[config.mk]
export PLATFORM = sky130hd
export DESIGN_NAME = mu_frontend
export DESIGN_NICKNAME = d
export VERILOG_FILES = /design/src/rtl/mu_pkg.sv /design/src/rtl/mu_rst_sync.sv /design/src/rtl/mu_rx_fifo.sv /design/src/rtl/mu_rd_mux.sv /design/src/rtl/mu_frontend.sv
export SDC_FILE = /design/constraint.sdc
export NUM_CORES = 1
export LEC_CHECK = 0
export ABC_AREA = 0
export ABC_CLOCK_PERIOD_IN_PS = 5150
export BUFFER_PORTS_ARGS = -buffer_cell sky130_fd_sc_hd__buf_2
export CAP_MARGIN = 40
export CORE_ASPECT_RATIO = 1.5
export CORE_MARGIN = 1
export CORE_UTILIZATION = 57
export DETAILED_ROUTE_END_ITERATION = 6
export GPL_TIMING_DRIVEN = 0
export HOLD_SLACK_MARGIN = 0.06
export PLACE_DENSITY = 0.83
export SYNTH_ARGS = -nofsm -noshare
export SYNTH_HDL_FRONTEND = slang
export SYNTH_HIERARCHICAL = 1
export SYNTH_SLANG_ARGS = --single-unit
[constraint.sdc]
create_clock -name clk -period 5.15 [get_ports clk]
set_input_delay 0.2575 -clock clk [delete_from_list [all_inputs] [get_ports clk]]
set_output_delay 0.2575 -clock clk [all_outputs]
set_load 0.01 [all_outputs]
[src/rtl/mu_pkg.sv]
package mu_pkg;
  localparam int unsigned BUS_W  = 32;
  localparam int unsigned ADDR_W = 6;
  localparam int unsigned IDX_W  = 4;
  localparam int unsigned BYTE_W = 8;

  typedef enum logic [IDX_W-1:0] {
    RG_DATA  = 4'd0,
    RG_IEN   = 4'd1,
    RG_IID   = 4'd2,
    RG_LCTL  = 4'd3,
    RG_MCTL  = 4'd4,
    RG_LSTAT = 4'd5,
    RG_MSTAT = 4'd6,
    RG_SCR   = 4'd7,
    RG_CTRL  = 4'd8,
    RG_XSTAT = 4'd9,
    RG_BAUD  = 4'd10
  } reg_idx_e;

  localparam logic [BUS_W-1:0] IEN_FIXED   = 32'h0000_00C0;
  localparam logic [BUS_W-1:0] IID_FIXED   = 32'h0000_00C0;
  localparam logic [BUS_W-1:0] LSTAT_FIXED = 32'h0000_0060;
  localparam logic [BUS_W-1:0] CTRL_FIXED  = 32'h0000_0003;
  localparam logic [BUS_W-1:0] XSTAT_FIXED = 32'h0000_030E;
  localparam int unsigned      XSTAT_LVL_LSB = 16;
endpackage

[src/rtl/mu_rst_sync.sv]
module mu_rst_sync #(
  parameter int unsigned STAGES = 2
) (
  input  logic clk,
  input  logic rst_n,
  output logic rst_n_sync
);
  logic [STAGES-1:0] shf_q;

  always_ff @(posedge clk or negedge rst_n) begin
    if (!rst_n) shf_q <= '0;
    else        shf_q <= {shf_q[STAGES-2:0], 1'b1};
  end

  assign rst_n_sync = shf_q[STAGES-1];
endmodule

[src/rtl/mu_rx_fifo.sv]
module mu_rx_fifo #(
  parameter int unsigned DEPTH  = 8,
  parameter int unsigned DATA_W = 8,
  localparam int unsigned PTR_W = $clog2(DEPTH),
  localparam int unsigned CNT_W = $clog2(DEPTH + 1)
) (
  input  logic              clk,
  input  logic              rst_n,
  input  logic              push,
  input  logic [DATA_W-1:0] push_data,
  input  logic              pop_req,
  input  logic              flush,
  output logic [DATA_W-1:0] head,
  output logic [CNT_W-1:0]  level,
  output logic              full
);
  logic [DATA_W-1:0] mem_q [DEPTH];
  logic [PTR_W-1:0]  rd_ptr_q, rd_ptr_d;
  logic [CNT_W-1:0]  cnt_q, cnt_d;
  logic [PTR_W-1:0]  wr_idx;
  logic [31:0]       wr_sum;
  logic              pop_eff;
  logic              state_en;

  assign pop_eff = pop_req && (cnt_q != '0);

  always_comb begin
    wr_sum = 32'(rd_ptr_q) + 32'(cnt_q);
    if (wr_sum >= DEPTH) wr_sum = wr_sum - DEPTH;
    wr_idx = wr_sum[PTR_W-1:0];
  end

  always_comb begin
    rd_ptr_d = rd_ptr_q;
    cnt_d    = cnt_q;
    if (pop_eff) begin
      rd_ptr_d = (32'(rd_ptr_q) == DEPTH - 1) ? '0 : rd_ptr_q + 1'b1;
    end
    if (flush) begin
      cnt_d = '0;
    end else if (push && !pop_eff) begin
      cnt_d = cnt_q + 1'b1;
    end else if (pop_eff && !push) begin
      cnt_d = cnt_q - 1'b1;
    end
  end

  assign state_en = push || pop_eff || flush;

  always_ff @(posedge clk or negedge rst_n) begin
    if (!rst_n) begin
      rd_ptr_q <= '0;
      cnt_q    <= '0;
    end else if (state_en) begin
      rd_ptr_q <= rd_ptr_d;
      cnt_q    <= cnt_d;
    end
  end

  always_ff @(posedge clk) begin
    if (push) mem_q[wr_idx] <= push_data;
  end

  assign head  = mem_q[rd_ptr_q];
  assign level = cnt_q;
  assign full  = (32'(cnt_q) == DEPTH);

  AST_NO_OVERFLOW: assert property (@(posedge clk) disable iff (!rst_n)
    32'(cnt_q) <= DEPTH);
  AST_PUSH_GROWS: assert property (@(posedge clk) disable iff (!rst_n)
    (push && !pop_req && !flush) |=> (cnt_q == CNT_W'($past(cnt_q) + 1'b1)));
  AST_EMPTY_POP_HOLDS: assert property (@(posedge clk) disable iff (!rst_n)
    (pop_req && cnt_q == '0 && !push && !flush) |=> (cnt_q == '0));
  AST_FLUSH_EMPTIES: assert property (@(posedge clk) disable iff (!rst_n)
    flush |=> (cnt_q == '0));
  AST_SIMUL_STEADY: assert property (@(posedge clk) disable iff (!rst_n)
    (push && pop_req && cnt_q != '0 && !flush) |=> $stable(cnt_q));
endmodule

[src/rtl/mu_rd_mux.sv]
module mu_rd_mux
  import mu_pkg::*;
#(
  parameter int unsigned CNT_W = 4
) (
  input  logic [IDX_W-1:0]  idx,
  input  logic [1:0]        ien,
  input  logic [CNT_W-1:0]  level,
  input  logic [BYTE_W-1:0] head,
  output logic [BUS_W-1:0]  rdata,
  output logic              irq
);
  logic has_data;
  logic [BUS_W-1:0] iid_word;

  assign has_data = (level != '0);
  assign irq      = (ien[0] && has_data) || ien[1];

  always_comb begin
    iid_word = IID_FIXED;
    iid_word = iid_word | (has_data ? 32'h4 : 32'h2);
    if (!irq) iid_word = iid_word | 32'h1;
  end

  always_comb begin
    rdata = '0;
    case (idx)
      RG_DATA:  rdata = 32'(head);
      RG_IEN:   rdata = IEN_FIXED | 32'(ien);
      RG_IID:   rdata = iid_word;
      RG_LSTAT: rdata = LSTAT_FIXED | 32'(has_data);
      RG_CTRL:  rdata = CTRL_FIXED;
      RG_XSTAT: rdata = XSTAT_FIXED | 32'(has_data) | (32'(level) << XSTAT_LVL_LSB);
      default:  rdata = '0;
    endcase
  end
endmodule

[src/rtl/mu_frontend.sv]
module mu_frontend
  import mu_pkg::*;
#(
  parameter int unsigned FIFO_DEPTH  = 8,
  parameter int unsigned SYNC_STAGES = 2,
  localparam int unsigned CNT_W = $clog2(FIFO_DEPTH + 1)
) (
  input  logic              clk,
  input  logic              rst_n,
  input  logic              bus_sel,
  input  logic              bus_we,
  input  logic [ADDR_W-1:0] bus_addr,
  input  logic [BUS_W-1:0]  bus_wdata,
  output logic [BUS_W-1:0]  bus_rdata,
  input  logic              rx_valid,
  input  logic [BYTE_W-1:0] rx_byte,
  output logic              rx_ready,
  output logic              tx_valid,
  output logic [BYTE_W-1:0] tx_byte,
  output logic              irq
);
  logic              rst_n_s;
  logic [IDX_W-1:0]  idx;
  logic              rd_acc, wr_acc;
  logic              pop_req, flush, push;
  logic              fifo_full;
  logic [CNT_W-1:0]  level;
  logic [BYTE_W-1:0] head;
  logic [1:0]        ien_q, ien_d;
  logic              ien_en;

  mu_rst_sync #(.STAGES(SYNC_STAGES)) u_rst (
    .clk(clk), .rst_n(rst_n), .rst_n_sync(rst_n_s)
  );

  assign idx    = bus_addr[ADDR_W-1:2];
  assign rd_acc = rst_n_s && bus_sel && !bus_we;
  assign wr_acc = rst_n_s && bus_sel && bus_we;

  assign pop_req  = rd_acc && (idx == RG_DATA);
  assign flush    = wr_acc && (idx == RG_IID) && bus_wdata[1];
  assign rx_ready = rst_n_s && !fifo_full;
  assign push     = rx_valid && rx_ready;

  assign tx_valid = wr_acc && (idx == RG_DATA);
  assign tx_byte  = bus_wdata[BYTE_W-1:0];

  assign ien_en = wr_acc && (idx == RG_IEN);
  always_comb begin
    ien_d = ien_q;
    if (ien_en) ien_d = bus_wdata[1:0];
  end

  always_ff @(posedge clk or negedge rst_n_s) begin
    if (!rst_n_s)    ien_q <= '0;
    else if (ien_en) ien_q <= ien_d;
  end

  mu_rx_fifo #(.DEPTH(FIFO_DEPTH), .DATA_W(BYTE_W)) u_fifo (
    .clk(clk), .rst_n(rst_n_s), .push(push), .push_data(rx_byte),
    .pop_req(pop_req), .flush(flush), .head(head), .level(level),
    .full(fifo_full)
  );

  mu_rd_mux #(.CNT_W(CNT_W)) u_rd (
    .idx(idx), .ien(ien_q), .level(level), .head(head),
    .rdata(bus_rdata), .irq(irq)
  );

  AST_FULL_BLOCKS: assert property (@(posedge clk) disable iff (!rst_n_s)
    (32'(level) == FIFO_DEPTH) |-> !rx_ready);
  AST_IRQ_TX_LEVEL: assert property (@(posedge clk) disable iff (!rst_n_s)
    ien_q[1] |-> irq);
  AST_IRQ_QUIET: assert property (@(posedge clk) disable iff (!rst_n_s)
    (ien_q == 2'b00) |-> !irq);
  AST_IEN_READBACK: assert property (@(posedge clk) disable iff (!rst_n_s)
    (rd_acc && idx == RG_IEN) |-> (bus_rdata[7:0] == {6'b110000, ien_q}));
  AST_IEN_WRITE: assert property (@(posedge clk) disable iff (!rst_n_s)
    ien_en |=> (ien_q == $past(bus_wdata[1:0])));
  AST_TX_STROBE: assert property (@(posedge clk) disable iff (!rst_n_s)
    tx_valid |-> (bus_sel && bus_we));
endmodule

Yosys cells after proc, flatten, opt, wreduce, memory -nomap -nowiden
Memory sizes are Yosys's and may differ from the RTL's.
Index checks and enable logic that the tools add are counted.
{"block": "totals", "register_bits": 11, "latchBits": 0, "ramBits": 64, "mem_bits_ro": 0, "input_bits": 51, "output_inout_bits": 43, "wordCells": 55, "mem_count": 1}
{"name": "u_fifo.mem_q", "depth": 8, "width": 8, "read_ports": 1, "rd_ports_with_merged_regs": 0, "wr": 1, "line_no": "mu_rx_fifo.sv:17", "source": "logic [DATA_W-1:0] mem_q [DEPTH];"}
{"block": "classes", "add_sub_neg": 5, "multipliers": 0, "div_mod_pow": 0, "magnitude_cmp": 1, "n_eq_ne": 7, "n_shift": 0, "mux": 10, "bitwise": 1, "n_reduce_logical": 26}
{"cell": "$pmux W20 S6", "count": 1}
{"cell": "$or A10 B20 Y20", "count": 1}
{"cell": "$logic_and A1 B1 Y1", "count": 14}
{"cell": "$eq A4 B4 Y1 const B", "count": 3}
{"cell": "$mux W4", "count": 3}
{"cell": "$mux W3", "count": 3}
{"cell": "$add A3 B4 Y5", "count": 1}
{"cell": "$ge A5 B4 Y1 const B", "count": 1}
{"cell": "$add A4 B1 Y4 const B", "count": 1}
{"cell": "$eq A4 B1 Y1 const B", "count": 1}
{"cell": "$eq A4 B2 Y1 const B", "count": 1}
{"cell": "$eq A4 B3 Y1 const B", "count": 1}
{"cell": "$logic_not A1 Y1", "count": 4}
{"cell": "$logic_not A4 Y1", "count": 1}
{"cell": "$reduce_and A2 Y1", "count": 2}
{"cell": "$reduce_bool A4 Y1", "count": 1}
{"cell": "$sub A4 B1 Y4 const B", "count": 1}
{"cell": "$add A3 B1 Y3 const B", "count": 1}
{"cell": "$eq A3 B3 Y1 const B", "count": 1}
{"cell": "$logic_or A1 B1 Y1", "count": 3}
{"cell": "$mux W1", "count": 3}
{"cell": "$reduce_bool A3 Y1", "count": 1}
{"cell": "$sub A3 B1 Y3 const B", "count": 1}

Logic depth before layout (Yosys ltp)
{"block": "logic_depth", "word_depth": 9, "mapped_depth": 9, "ltp_nobuf": 9}

Hierarchy
The synthesis kept the hierarchy.
{"module": "mu_rx_fifo", "n_inst": 1, "cells_per_inst": 153, "area_per_inst_um2": 2975.4, "seq_area_each_um2": 2097.0}
{"module": "mu_rd_mux", "n_inst": 1, "cells_per_inst": 62, "area_per_inst_um2": 442.9, "seq_area_each_um2": 0.0}
{"module": "mu_frontend", "n_inst": 1, "cells_per_inst": 23, "area_per_inst_um2": 210.2, "seq_area_each_um2": 50.0}
{"module": "mu_rst_sync", "n_inst": 1, "cells_per_inst": 3, "area_per_inst_um2": 53.8, "seq_area_each_um2": 50.0}

Worst setup path after synthesis
No wires, ideal clock.
{"block": "synth_path", "path_kind": "register -> register", "start": "register u_fifo.rd_ptr_q[1]", "end": "memory u_fifo.mem_q[4][0] (enable)", "setup_ps": 383, "arrival_ps": 2505, "t_required_ps": 4767, "slack_ps": 2262, "path_stages_with_launch": 8, "period_less_slack_ps": 2888, "cell_sequence": "dfrtp_1 > clkbuf_1 > buf_1 > inv_1 > fa_1 > xnor2_1 > xnor2_1 > nor3_1"}
{"block": "synth_between", "elab_chain_cells": 3, "elab_cells_between_ends": 4, "classes_between": "add/sub (2); order compare (1); mux (1)"}
{"item": "start, declared", "line_no": "mu_rx_fifo.sv:18", "source": "logic [PTR_W-1:0] rd_ptr_q, rd_ptr_d;"}
{"item": "start signal, assigned", "line_no": "mu_rx_fifo.sv:55", "source": "rd_ptr_q <= rd_ptr_d;"}
{"item": "$add A3 B4 Y5 (*)", "line_no": "mu_rx_fifo.sv:28", "source": "wr_sum = 32'(rd_ptr_q) + 32'(cnt_q);"}
{"item": "$ge A5 B4 Y1 / $sub A3 B1 Y3 (equally long branches)", "line_no": "mu_rx_fifo.sv:29", "source": "if (wr_sum >= DEPTH) wr_sum = wr_sum - DEPTH;"}
{"item": "$mux W3 (*)", "line_no": "mu_rx_fifo.sv:29"}
{"item": "end, declared", "line_no": "mu_rx_fifo.sv:17"}
Every way passes the cells marked *; elsewhere a longest branch is shown, timed or not.

Worst setup path after layout
Same ends and word-level chain as after synthesis.

==> qor.yml <==
status: "completed"
p_int_uw: 1190
fin_crit_sh_pct: 71.5
grt_max_degree: 15
yosys_warnings: 6
grt_usage_pct: 22.5
setup.worst_path.start_class: "register"
antennaDiodeCount: 0
comb_power_share_pct: 24.2
root_buffer: "clkbuf_8"
p_switching_uw: 474
slew-limit-headroom_pct: 42.7
floorplan.initialDensity_pct: 59.6
rsz0062_at_grt: "no"
cts.clk_slew.worst_paths_ps: 80
cap_violations: 0
die-area_um2: 6790
postCtsHoldBufs: 1
cts_resized: 0
worstPathArrival_ps: 3730
cp.required_ps: 5200
instances_no_fill: 398
period_needed_ps: 3680
coreArea_um2: 6170
cts_made_buffers: 9
p_clk_share_pct: 29.0
dp_hpwl_mm: 4.94
worst_pin_slew_ps: 856
first_pass_iters: 4
die_x_um: 67.6
grt_pass1_vias: 2116
ant_nets: 0
setup_tns_ps: 0
htree_num_levels: 3
drc: 0
worstPathMaxFanout: 10
finalNetCount: 377
endpoint_kind: "register"
seqPwrFrac_pct: 46.8
vias: 2228
cts_setup_buffers: 0
max-vdd-ir-drop_uv: 278
via_per_inst: 5.60
synth_seq_cells: 75
seq_area_frac_synth_pct: 59.7
gr-total-overflow: 0
final_hold_viol_count: 0
grt_first_pass_wirelength_mm: 10.6
clock_path_buffers: 2
crit_type: "reg -> reg"
routedWlPerCell_um: 17.2
hold_class: "in -> reg"
postSynthAreaPerCell_um2: 15.3
clock_latency_ps: 340
wl_mm: 6.83
swShare_pct: 28.5
cts.sinks: 75
area_growth_pct: 17.3
synth.distinct_cells: 49
num_io_pins: 94
p_leak_uw: 0.00170
drv_slew: 0
dp.cells: 381
syn_area_um2: 3680
drive_gt1_share_pct: 42.9
port_buffers: 43
antenna_found_initial: 0
power_density_nw_per_um2: 386
setup_viol: 0
gp_congestion: 0.759
holdWs_ps: 174
cts_tree: "yes"
final_util_pct: 69.9
die_y_um: 100
first_iter_violations: 121
finClkSkew_ps: 9.62
timing.fmax_mhz: 272
postSynthCellCount: 241
row_count: 35
==> routing by layer <==
layer  share of wire (%)  GRT usage (%)  wire, um
met5                   0              0         0
met1                  37           26.3      2540
met2                  53           37.0      3600
met3                 6.3           5.11       427
met4                 3.8           13.3       257
==> final cells by class <==
class                           instances  area (um^2)
Buffer                                 36          262
Tap cell                               74         92.6
Inverter                                6         22.5
Timing Repair Buffer                   50          263
Clock buffer                           10          128
Clock inverter                          6         90.1
Sequential cell                        75         2200
Fill cell                             420         1860
Multi-Input combinational cell        141         1260
==> state kept, by name, indices dropped and copies added (netlist names) <==
name,count
u_rst/shf_q,2
u_fifo/mem_q,64
ien_q,2
u_fifo/level,4
u_fifo/rd_ptr_q,3
==> final timing paths <==
kind                               startpoint                 end  cells past startpoint  slack (ps)
setup / recovery           u_fifo/rd_ptr_q[1]  u_fifo/mem_q[4][0]                      8        1470
hold / removal                     rx_byte[7]  u_fifo/mem_q[7][7]                      1         170
setup reg to reg           u_fifo/rd_ptr_q[1]  u_fifo/mem_q[4][0]                      8        1470
hold reg to reg                u_rst/shf_q[1]            ien_q[1]                      0         220
max in group asynchronous      u_rst/shf_q[1]  u_fifo/rd_ptr_q[2]                      0        4570
min in group asynchronous      u_rst/shf_q[1]            ien_q[1]                      0         220
==> placed cells by master (no fill, tap or decap), drive strengths merged, types with 10 or more instances in the layout <==
cell and count:
buf 83, edfxtp 64, conb 19, mux4 16, nor3 14, mux2 12, clkbuf 12, nand2 11
dfrtp 11, nor2 10
==> worst max-delay path, cell delays in order (launching register included) <==
cell,delay (ps)
dfrtp_1,360
clkbuf_1,480
buf_1,590
inv_1,140
fa_1,430
xnor2_1,270
xnor2_1,160
nor3_1,640
buf_2,320
==> per-stage QoR <==
step                      power [uW]  area (um^2)  worst slack (ps)
after floorplan                 1080         3750              2260
after global placement          1170         4050              1300
after detailed placement        1190         4090              1480
after CTS                       1680         4320              1440
after global routing            1760         4320              1200
final                           1670         4320              1470
==> Yosys cell counts, drive strengths merged <==
cell type | instances | area (um^2)
mux2i | 1 | 10.0
nand3 | 2 | 15.0
a2111o | 1 | 11.3
a21oi | 4 | 20.0
or4b | 2 | 20.0
nand2b | 4 | 27.5
edfxtp | 64 | 1920
clkbuf | 2 | 7.51
or4 | 1 | 11.3
xnor2 | 5 | 43.8
buf | 34 | 254
a211oi | 2 | 15.0
nand2 | 11 | 41.3
inv | 6 | 22.5
dfrtp | 11 | 275
and3 | 1 | 7.51
o21ai | 2 | 10.0
fa | 2 | 40.0
o21ba | 1 | 10.0
nor4 | 2 | 18.8
a21o | 3 | 25.0
nor2b | 1 | 6.26
xor2 | 2 | 25.0
nor4b | 1 | 8.76
o211ai | 1 | 12.5
nor3 | 14 | 75.1
nor3b | 2 | 15.0
or2 | 1 | 6.26
a2111oi | 2 | 17.5
o311a | 1 | 11.3
mux4 | 16 | 360
o21bai | 2 | 15.0
ha | 5 | 62.6
and2 | 6 | 37.5
or3 | 1 | 6.26
o41ai | 1 | 27.5
nor2 | 10 | 37.5
mux2 | 12 | 143
conb | 2 | 7.51
==> cells by family (layout without fill, tap and decap cells) <==
| kind of cell | count (synthesis) | after routing | share of synthesized area (%) |
|---|---|---|---|
| AO/OA/AOI/OAI | 20 | 20 | 4.76 |
| XOR/XNOR | 7 | 7 | 1.87 |
| adder cells (fa/ha/maj) | 7 | 7 | 2.79 |
| buffers and inverters | 42 | 108 | 7.71 |
| flip-flops | 75 | 75 | 59.7 |
| multiplexers | 29 | 29 | 13.9 |
| other | 2 | 19 | 0.204 |
| AND/OR/NAND/NOR | 59 | 59 | 9.07 |
==> power groups by stage <==
stage	combinational, uW	sequential (uW)	clock [uW]
3_5_place_dp	399	794	0
3_3_place_gp	378	790	0
6_report	404	779	483
2_1_floorplan	304	778	0
5_1_grt	453	788	518
4_1_cts	404	781	496
Power figures use the tool's default switching activity.
